===== src/rtl/pdb_pkg.sv =====
package pdb_pkg;
    localparam int CODE_W       = 3;
    localparam int SAMPLES_FEW  = 3;
    localparam int SAMPLES_MANY = 7;
    localparam int SRC_SEL_BIT  = 16;
    localparam int GRP_FIELD_W  = CODE_W + 1;

    typedef struct packed {
        logic              many_samples;
        logic [CODE_W-1:0] div_code;
    } grp_cfg_t;

    typedef enum logic {
        FLT_IDLE   = 1'b0,
        FLT_VERIFY = 1'b1
    } flt_state_e;
endpackage


===== src/rtl/pdb_sync.sv =====
module pdb_sync #(
    parameter int WIDTH  = 16,
    parameter int STAGES = 2
) (
    input  logic             clk,
    input  logic             rst_n,
    input  logic [WIDTH-1:0] d,
    output logic [WIDTH-1:0] q
);
    logic [STAGES-1:0][WIDTH-1:0] chain_q;

    always_ff @(posedge clk or negedge rst_n) begin
        if (!rst_n) begin
            chain_q <= '0;
        end else begin
            chain_q <= {chain_q[STAGES-2:0], d};
        end
    end

    assign q = chain_q[STAGES-1];
endmodule


===== src/rtl/pdb_prescaler.sv =====
module pdb_prescaler import pdb_pkg::*; #(
    parameter  int CODE_BITS = CODE_W,
    localparam int CNT_W     = 1 << CODE_BITS
) (
    input  logic                 clk,
    input  logic                 rst_n,
    input  logic                 enable,
    input  logic                 step,
    input  logic [CODE_BITS-1:0] code,
    output logic                 tick
);
    logic [CNT_W-1:0] cnt_q;
    logic [CNT_W-1:0] mask;

    // Low (code+1) bits set: a wrap of that many bits marks the tick.
    assign mask = ~({CNT_W{1'b1}} << (int'(code) + 1));
    assign tick = enable && step && ((cnt_q & mask) == mask);

    always_ff @(posedge clk or negedge rst_n) begin
        if (!rst_n) begin
            cnt_q <= '0;
        end else if (!enable) begin
            cnt_q <= '0;
        end else if (step) begin
            cnt_q <= cnt_q + CNT_W'(1);
        end
    end
endmodule


===== src/rtl/pdb_pin_filter.sv =====
module pdb_pin_filter import pdb_pkg::*; #(
    parameter int CNT_W = $clog2(SAMPLES_MANY + 1)
) (
    input  logic clk,
    input  logic rst_n,
    input  logic enable,
    input  logic tick,
    input  logic sample,
    input  logic many_samples,
    output logic level,
    output logic change
);
    flt_state_e       state_q, state_d;
    logic [CNT_W-1:0] cnt_q, cnt_d;
    logic [CNT_W-1:0] need;
    logic             level_q, level_d;
    logic             change_q, change_d;

    assign need = many_samples ? CNT_W'(SAMPLES_MANY) : CNT_W'(SAMPLES_FEW);

    // State register
    always_ff @(posedge clk or negedge rst_n) begin
        if (!rst_n) begin
            state_q  <= FLT_IDLE;
            cnt_q    <= '0;
            level_q  <= 1'b0;
            change_q <= 1'b0;
        end else begin
            state_q  <= state_d;
            cnt_q    <= cnt_d;
            level_q  <= level_d;
            change_q <= change_d;
        end
    end

    // Next state and next outputs
    always_comb begin
        state_d  = state_q;
        cnt_d    = cnt_q;
        level_d  = level_q;
        change_d = 1'b0;
        if (!enable) begin
            state_d = FLT_IDLE;
            cnt_d   = '0;
            level_d = sample;
        end else begin
            unique case (state_q)
                FLT_IDLE: begin
                    if (sample != level_q && tick) begin          // start
                        state_d = FLT_VERIFY;
                        cnt_d   = CNT_W'(1);
                    end
                end
                FLT_VERIFY: begin
                    if (sample == level_q) begin                  // abort
                        state_d = FLT_IDLE;
                        cnt_d   = '0;
                    end else if (tick) begin
                        if (cnt_q + CNT_W'(1) == need) begin      // accept
                            state_d  = FLT_IDLE;
                            cnt_d    = '0;
                            level_d  = ~level_q;
                            change_d = 1'b1;
                        end else begin                            // hold
                            cnt_d = cnt_q + CNT_W'(1);
                        end
                    end
                end
                default: begin
                    state_d = FLT_IDLE;
                    cnt_d   = '0;
                end
            endcase
        end
    end

    assign level  = level_q;
    assign change = change_q;
endmodule


===== src/rtl/pin_debounce_top.sv =====
module pin_debounce_top import pdb_pkg::*; #(
    parameter  int NUM_GROUPS     = 2,
    parameter  int PINS_PER_GROUP = 8,
    parameter  int SYNC_STAGES    = 2,
    localparam int NUM_PINS       = NUM_GROUPS * PINS_PER_GROUP,
    localparam int REG_W          = 32,
    localparam int GRP_BITS       = NUM_GROUPS * GRP_FIELD_W
) (
    input  logic                clk,
    input  logic                rst_n,
    input  logic                enable,
    input  logic                lf_tick,
    input  logic                cfg_we,
    input  logic [REG_W-1:0]    cfg_wdata,
    output logic [REG_W-1:0]    cfg_rdata,
    input  logic [NUM_PINS-1:0] pins_in,
    output logic [NUM_PINS-1:0] pins_level,
    output logic [NUM_PINS-1:0] pins_change
);
    grp_cfg_t [NUM_GROUPS-1:0] grp_cfg_q;
    logic                      src_sel_q;
    logic [NUM_GROUPS-1:0]     grp_tick;
    logic [NUM_PINS-1:0]       sync_q;
    logic                      step;
    logic                      unused_wbits;

    assign unused_wbits = ^{cfg_wdata[REG_W-1:SRC_SEL_BIT+1],
                            cfg_wdata[SRC_SEL_BIT-1:GRP_BITS]};

    always_ff @(posedge clk or negedge rst_n) begin
        if (!rst_n) begin
            grp_cfg_q <= '0;
            src_sel_q <= 1'b0;
        end else if (cfg_we && !enable) begin
            grp_cfg_q <= cfg_wdata[GRP_BITS-1:0];
            src_sel_q <= cfg_wdata[SRC_SEL_BIT];
        end
    end

    always_comb begin
        cfg_rdata                 = '0;
        cfg_rdata[GRP_BITS-1:0]   = grp_cfg_q;
        cfg_rdata[SRC_SEL_BIT]    = src_sel_q;
    end

    assign step = src_sel_q ? lf_tick : 1'b1;

    pdb_sync #(.WIDTH(NUM_PINS), .STAGES(SYNC_STAGES)) u_sync (
        .clk  (clk),
        .rst_n(rst_n),
        .d    (pins_in),
        .q    (sync_q)
    );

    for (genvar g = 0; g < NUM_GROUPS; g++) begin : g_grp
        pdb_prescaler u_pre (
            .clk   (clk),
            .rst_n (rst_n),
            .enable(enable),
            .step  (step),
            .code  (grp_cfg_q[g].div_code),
            .tick  (grp_tick[g])
        );
    end

    for (genvar p = 0; p < NUM_PINS; p++) begin : g_pin
        localparam int G = p / PINS_PER_GROUP;
        pdb_pin_filter u_flt (
            .clk         (clk),
            .rst_n       (rst_n),
            .enable      (enable),
            .tick        (grp_tick[G]),
            .sample      (sync_q[p]),
            .many_samples(grp_cfg_q[G].many_samples),
            .level       (pins_level[p]),
            .change      (pins_change[p])
        );
    end
endmodule


===== config.mk =====
export PLATFORM = sky130hd
export DESIGN_NAME = pin_debounce_top
export DESIGN_NICKNAME = d
export VERILOG_FILES = /design/src/rtl/pdb_pkg.sv /design/src/rtl/pdb_sync.sv /design/src/rtl/pdb_prescaler.sv /design/src/rtl/pdb_pin_filter.sv /design/src/rtl/pin_debounce_top.sv
export SDC_FILE = /design/constraint.sdc
export NUM_CORES = 1
export LEC_CHECK = 0
export BUFFER_PORTS_ARGS = -buffer_cell sky130_fd_sc_hd__buf_2
export CAP_MARGIN = 15
export CORE_MARGIN = 2
export CORE_UTILIZATION = 40
export CTS_BUF_LIST = sky130_fd_sc_hd__clkbuf_2
export CTS_CLUSTER_SIZE = 30
export DETAILED_ROUTE_END_ITERATION = 10
export HOLD_SLACK_MARGIN = 0.03
export PLACE_DENSITY = 0.64
export RECOVER_POWER = 50
export SETUP_SLACK_MARGIN = 0.05
export SYNTH_ARGS = -nofsm -noshare
export SYNTH_HDL_FRONTEND = slang
export SYNTH_SLANG_ARGS = --single-unit

===== constraint.sdc =====
create_clock -name clk -period 2.9 [get_ports clk]
set_input_delay 0.29 -clock clk [delete_from_list [all_inputs] [get_ports clk]]
set_output_delay 0.29 -clock clk [all_outputs]
set_load 0.01 [all_outputs]

==> reports/results.md, run 1 <==
Layout
- **Layout area overhead** 10.3%
- **post-layout net count** 954
- **final core utilization** 44.9%
- **share of post-route cells with drive strength above 1** 17.9%

Logic synthesis
- **dominant cell type by area after synthesis** dfrtp_1
- **average cell area after synthesis** 10.4 µm²
- **synthesized netlist cell count** 795
- **number of synthesized flops with an enable pin** 0
- **Top FF cell, synth** dfrtp_1
- **post-synthesis instance area** 8240 µm²
- **#FFs+latches synth** 153
- **Async S/R FF share, synth** 100%
- **fraction of the yosys area taken by sequential cells** 46.5%
- **top cell type's share of synthesized area** 46.5%
- **synthesis warning total** 0
- **cell types with the largest area share after synthesis** dfrtp_1 46%, ha_1 5.9%, buf_4 5.6%
- **Distinct cells, synth** 58

GRT
- **wire length of the first global-routing pass** 25100 µm
- **initial antenna violation count** 1
- **largest net degree at the start of global routing** 77
- **via count of the first global-routing pass** 5392
- **gr usage total** 14.2%
- **total global routing overflow** 0

STA
- **number of slew-limit violations in the final report** 62
- **Final Skew** 0.0398 ns
- **post-layout minimum cycle time** 2.54 ns
- **Final Hold Vio Count** 0
- **worst slew margin relative to its limit** -3.69%
- **final setup violation count** 0
- **smallest setup slack after layout** 0.363 ns
- **transition time at the pin with the least slew margin** 1.56 ns
- **timing-limited maximum frequency** 394 MHz
- **total negative setup slack** 0 ns
- **post-route fraction of the period consumed by the critical path** 87.5%
- **worst hold margin** 0.167 ns
- **unrepaired setup endpoints after global routing** no

Power
- **Pwr Total** 4.12 mW
- **Lkg Pwr** 4.06 nW
- **maximum resistive drop on vdd** 0.187 mV
- **PwrDens** 453 nW/µm²

CTS
- **Post-CTS Hold Fix Bufs** 32
- **Max H-tree Level** 4
- **CTS Root Buffer Type** clkbuf_2
- **Resize count post-CTS** 0
- **clk slew on worst S/H paths** 0.24 ns
- **number of buffers created by CTS** 17
- **clock tree from TritonCTS** yes
- **number of clock sinks seen by CTS** 153
- **clk_lat worst skew** 0.73 ns
- **number of setup buffers added after CTS** 0
- **Longest Clk Path Bufs** 2

Route
- **Detailed Route Iter0 Violations** 294
- **remaining antenna violation count** 0
- **average wire per cell in the routed design** 12.9 µm
- **aggregate routed wire length** 14700 µm
- **DRC violation count after routing** 0
- **via count** 5729
- **via/cell ratio** 5.00
- **first-pass iteration count of the detailed router** 4

Worst setup path
- **crit path from** cfg_rdata[0]
- **data required time at the worst endpoint** 3.52 ns
- **worst-case register-to-register setup slack** 0.36 ns
- **FF-to-FF path depth** 8
- **r2r endpoint** g_pin[5].u_flt.level
- **Worst Path Max Fanout** 53
- **Data arrival, critical path** 3.16 ns
- **crit path launch type** flip-flop
- **kind of end point of the critical path** flip-flop
- **source of the worst register-to-register timing path** cfg_rdata[0]
- **category of the critical setup timing path** reg -> reg
- **Critical path destination** g_pin[5].u_flt.level

Outcome
- **violations in the final reports** max-capacitance violations, max-slew violations
- **result of the run** finished, violations left

Floorplanning
- **top-level I/O count** 117
- **area of the core region** 20200 µm²
- **effective utilization at floorplan** 40.7%
- **std cell rows** 52
- **die outline area** 21800 µm²
- **Die X-Extent** 147 µm
- **height of the die** 147 µm

Placed design
- **detailed placement HPWL** 9780 µm
- **placement-stage worst setup slack** 0.423 ns
- **placer congestion estimate** 0.776
- **Port Buffers** 70

Min path
- **startpoint of the worst hold path** cfg_we
- **classification of the worst-slack hold path** in -> reg

Run
- **number of violations of the max-capacitance limit** 1

cell usage in the layout, fill, tap and decap left out, types with 4 or more instances in the layout:
cell type / synthesis / final
a21boi_0: 4 / 4
a21o_1: 9 / 9
a21oi_1: 6 / 6
a21oi_2: 6 / 6
a31oi_1: 9 / 9
and2_1: 26 / 26
buf_2: 9 / 67
buf_4: 61 / 6
clkbuf_2: 0 / 21
conb_1: 1 / 23
dfrtp_1: 153 / 153
dlygate4sd3_1: 0 / 32
ha_1: 39 / 39
inv_1: 36 / 36
mux2_2: 22 / 22
mux2i_1: 7 / 7
nand2_1: 64 / 64
nand2b_1: 4 / 4
nand3_1: 37 / 37
nand4_1: 20 / 20
nor2_1: 27 / 27
nor2b_1: 9 / 9
nor3_1: 9 / 9
nor3b_1: 7 / 7
nor4b_2: 6 / 6
o2111ai_1: 5 / 5
o211ai_1: 14 / 14
o21ai_0: 47 / 47
o21bai_1: 6 / 6
o221ai_1: 9 / 9
o22ai_1: 5 / 5
o31ai_1: 10 / 10
or2_2: 8 / 8
or3_1: 4 / 4
xnor2_1: 33 / 33
xor2_1: 30 / 30
routing by layer:
metal,global-route usage (%),up-vias,routed length [µm]
li1,-,2836,-
met1,18.5,2789,7080
met2,23.0,90,6880
met3,3.86,14,560
met4,4.66,0,220
met5,0,-,0
synth_stat cells (all sizes together) (8+ instances only):
master and n:
dfrtp 153, buf 75, nand2 64, o21ai 50, ha 39, nand3 37, inv 36, xnor2 33
xor2 30, nor2 27, and2 26, mux2 23, nand4 20, o211ai 14, a21oi 12, clkbuf 12
o221ai 10, o31ai 10, a21o 9, a31oi 9, nor2b 9, nor3 9, or2 8
final cells by class:
type | instances | area, µm²
fillers | 1917 | 11100
flip-flops and latches | 153 | 3830
multi-input cells | 541 | 3770
repair buffers | 113 | 785
well taps | 270 | 338
inverters | 36 | 135
clock inverters | 12 | 126
clock buffers | 20 | 100
diodes | 1 | 2.50
critical path, stage by stage, from the launching register on:
cell,delay [ns]
dfrtp_1,0.49
ha_1,0.22
ha_1,0.28
a21boi_0,0.16
nor4_4,0.34
buf_12,0.27
nand2_1,0.10
o21ai_0,0.18
mux2_2,0.35
how the worst min path moves through the flow:
| stage | end | slack (ns) | cells past startpoint |
|---|---|---|---|
| floorplan | cfg_rdata[0] | -0.006 | 0 |
| global placement | u_sync.chain_q[13] | 0.31 | 1 |
| detailed placement | u_sync.chain_q[13] | 0.32 | 1 |
| CTS | g_pin[13].u_flt.cnt_q[1] | 0.03 | 2 |
| global route | u_sync.chain_q[3] | 0.06 | 2 |
| finish | cfg_rdata[4] | 0.17 | 5 |
where the power goes:
part / switching, mW / total, mW / internal, mW / leakage (nW)
clock network: 0.764 / 1.16 / 0.401 / 0.136
logic: 0.334 / 0.593 / 0.259 / 1.92
registers: 0.126 / 2.36 / 2.23 / 2.00
total: 1.22 / 4.12 / 2.89 / 4.06
sequential cells by signal, summed over array words and instances (netlist names):
name,cells
g_pin.u_flt.level,16
g_pin.u_flt.change,16
u_sync.chain_q,16
u_sync.q,16
g_pin.u_flt.state_q,16
g_pin.u_flt.cnt_q,48
src_sel_q,1
g_grp.u_pre.cnt_q,16
cfg_rdata,8
logic make-up after synthesis:
logic type	share of synthesized area, %
mux	4.00
buf+inv	8.71
simple gates	15.8
compound gates	12.4
flops	46.5
xor+xnor	6.70
other cells	0.0455
fa+ha+maj	5.93
stage by stage:
stage	instances	area [µm²]
floorplan	817	8320
global placement	1081	8570
detailed placement	1081	8570
CTS	1145	9110
global route	1146	9090
finish	1146	9090
Note: power is estimated with default switching activity, not from simulation.
==> inputs of run 2 (changes only) <==
Settings changed: BUFFER_PORTS_ARGS -buffer_cell sky130_fd_sc_hd__buf_2 to default, DONT_BUFFER_PORTS from default to 1, PLACE_DENSITY 0.64 to 0.59.
==> run 2 against run 1 <==
- the flow finishes with violations (negative hold slack)
- count of clock-buffer cells in the layout stayed put
- largest cell class unchanged
- worst hold slack worse by 0.92 ns
- critical endpoint is now g_pin[8].u_flt.cnt_q[0]
- cell count is 5.1% lower
- clock power is 9% higher
- cell area is 2.0% lower
- register-to-register slack worse by 0.14 ns
==> reports/results.md, run 2 (synthesized netlist as in run 1, its figures left out) <==
Outcome
- **result of the run** finished, violations left
- **violations in the final reports** negative hold slack

Floorplanning
- **top-level I/O count** 117, unchanged
- **height of the die** 147 µm, unchanged
- **die outline area** 21800 µm², unchanged
- **Die X-Extent** 147 µm, unchanged
- **area of the core region** 20200 µm², unchanged
- **effective utilization at floorplan** 40.7%, unchanged
- **std cell rows** 52, unchanged

Worst setup path
- **largest incremental delay on the critical path** 0.53 ns, +0.04 ns
- **cell-by-cell listing of the critical path** inv_1, ha_1, o22ai_1, o31ai_1, a211o_2, and4_1, buf_6, o211ai_1, o211a_1, dlygate4sd3_1
- **kind of end point of the critical path** flip-flop
- **Worst Path Max Fanout** 15, -72%
- **Data arrival, critical path** 3.35 ns, +0.19 ns
- **category of the critical setup timing path** reg -> reg
- **Top delay family on crit path** compound AO/OA/AOI/OAI gates
- **data required time at the worst endpoint** 3.58 ns, +0.06 ns
- **crit path launch type** flip-flop
- **Crit path buffers/inverters** 3, +2
- **crit path max-delay cell type** dlygate4sd3_1

Layout
- **most used cells in the layout excluding fill and tap cells** 151 x dfrtp_1, 64 x nand2_1, 47 x o21ai_0, 47 x dlygate4sd3_1, 39 x ha_1
- **share of post-route cells with drive strength above 1** 10.9%, -7.0 points
- **multi-input logic area** 3770 µm², unchanged
- **leading cell type in the layout, fill and taps excluded** dfrtp_1
- **fill count** 1875, -2.2%
- **post-layout net count** 896, -6.1%
- **Layout area overhead** 8.17%
- **max FFs per register** 48, unchanged
- **footprint of the flip-flops and latches** 3830 µm², about the same
- **register with the highest flop count** g_pin.u_flt.cnt_q

STA
- **unrepaired setup endpoints after global routing** no
- **number of slew-limit violations in the final report** 0, -100%
- **Final Hold Vio Count** 153, +153
- **worst hold margin** -0.749 ns, -0.916 ns
- **post-route fraction of the period consumed by the critical path** 92.2%, +4.7 points
- **total negative setup slack** 0 ns, unchanged
- **post-layout minimum cycle time** 2.67 ns, +0.135 ns
- **worst slew margin relative to its limit** 51.9%, +56 points
- **transition time at the pin with the least slew margin** 0.721 ns, -0.834 ns
- **final setup violation count** 0, unchanged
- **timing-limited maximum frequency** 374 MHz, -5.1%
- **Final Skew** 0.0425 ns, +0.00269 ns

CTS
- **clk_lat worst skew** 0.71 ns, -0.02 ns
- **number of buffers created by CTS** 17, unchanged
- **clk slew on worst S/H paths** 0.25 ns, about the same
- **CTS Root Buffer Type** clkbuf_2
- **number of clock sinks seen by CTS** 153, unchanged
- **Max H-tree Level** 4, unchanged
- **Longest Clk Path Bufs** 2, unchanged
- **clock tree from TritonCTS** yes

Route
- **via/cell ratio** 4.98, -0.30%
- **average wire per cell in the routed design** 13.4 µm, +4.4%
- **remaining antenna violation count** 0, unchanged
- **Detailed Route Iter0 Violations** 331, +13%
- **aggregate routed wire length** 14600 µm, -0.86%
- **DRC violation count after routing** 0, unchanged
- **via count** 5423, -5.3%
- **first-pass iteration count of the detailed router** 4, unchanged

Placed design
- **placer congestion estimate** 0.736, -5.1%
- **detailed placement HPWL** 9060 µm, -7.4%
- **Port Buffers** 0, -100%

Min path
- **classification of the worst-slack hold path** in -> async

Power
- **Lkg Pwr** 3.84 nW, -5.4%
- **maximum resistive drop on vdd** 0.280 mV, +50%
- **Pwr Total** 4.13 mW, +0.35%
- **PwrDens** 464 nW/µm², +2.4%

GRT
- **initial antenna violation count** 1, unchanged
- **total global routing overflow** 0, unchanged
- **gr usage total** 13.6%, -0.54 points
- **largest net degree at the start of global routing** 154, +100%
- **wire length of the first global-routing pass** 24100 µm, -4.0%
- **via count of the first global-routing pass** 5014, -7.0%

Run
- **number of violations of the max-capacitance limit** 0, -1

[run 2: cell types whose count changed in the layout (fill, tap and decap cells not counted), moves of 2 or more]
cell | before | now
clkbuf_1 | 3 | 0
dfrtp_1 | 153 | 151
dfrtp_2 | 0 | 2
clkinvlp_4 | 3 | 1
buf_2 | 67 | 0
buf_4 | 6 | 4
dlygate4sd3_1 | 32 | 47
[run 2: stage by stage]
| step | hold WS [ns] | setup slack, ns | cell area [µm²] | instances | utilization, % |
|---|---|---|---|---|---|
| floorplan | -0.00559 | 0.555 | 8320 | 817 | - |
| global placement | -0.00257 | 0.372 | 8150 | 1007 | 40.3 |
| detailed placement | -0.00231 | 0.359 | 8150 | 1007 | 40.3 |
| CTS | -0.876 | 0.102 | 8780 | 1075 | 43.4 |
| global route | -0.928 | 0.0794 | 8910 | 1088 | 44.0 |
| finish | -0.749 | 0.228 | 8910 | 1088 | 44.0 |
[run 2: cell type report]
class | count | area share (%)
antenna | 1 | 0.0281
clock buffer | 20 | 1.12
clock inverter | 12 | 1.69
inverter | 36 | 1.52
multi-input combinational | 541 | 42.3
sequential | 153 | 43.0
tap | 270 | 3.79
timing repair buffer | 55 | 6.50
[run 2: path summary, 6_finish.rpt]
| check | start | endpoint | slack, ns | cells after the start |
|---|---|---|---|---|
| worst max register to register | cfg_rdata[4] | g_pin[8].u_flt.cnt_q[0] | 0.23 | 10 |
| worst min-delay path | rst_n | g_pin[9].u_flt.cnt_q[2] | -0.75 | 0 |
| min in group clk | cfg_we | cfg_rdata[4] | 0.14 | 4 |
| worst min register to register | u_sync.chain_q[8] | u_sync.q[8] | 0.35 | 0 |
| max in group asynchronous | rst_n | g_pin[7].u_flt.cnt_q[2] | 3.42 | 0 |
| worst max-delay path | cfg_rdata[4] | g_pin[8].u_flt.cnt_q[0] | 0.23 | 10 |
[run 2: what timing repair did]
| item | CTS | global route |
|---|---|---|
| setup endpoints to repair | 0 | 1 |
| hold buffers | 36 | 12 |
| gates resized for setup | 0 | 3 |
| buffers inserted | 0 | 0 |
| endpoints found under the hold margin | 287 | 165 |
[run 2: power by group]
part | total [mW] | internal (mW) | switching [mW]
combinational | 0.489 | 0.232 | 0.257
sequential | 2.39 | 2.23 | 0.153
clock | 1.26 | 0.489 | 0.767
total | 4.13 | 2.95 | 1.18
[run 2: per-layer routing]
layer | track usage, % | share of wire (%) | vias to the layer above | wire [µm]
met5 | 0 | 0 | - | 0
met4 | 3.70 | 0.94 | 0 | 138
met3 | 3.70 | 3.8 | 8 | 553
met2 | 21.9 | 47 | 85 | 6830
met1 | 18.3 | 48 | 2606 | 7080
li1 | - | - | 2724 | -
[run 2: worst reg2reg max path: stages, from the launching register on]
cell	delay (ns)
dfrtp_2	0.48
inv_1	0.08
ha_1	0.31
o22ai_1	0.13
o31ai_1	0.09
a211o_2	0.33
and4_1	0.23
buf_6	0.16
o211ai_1	0.19
o211a_1	0.16
dlygate4sd3_1	0.53
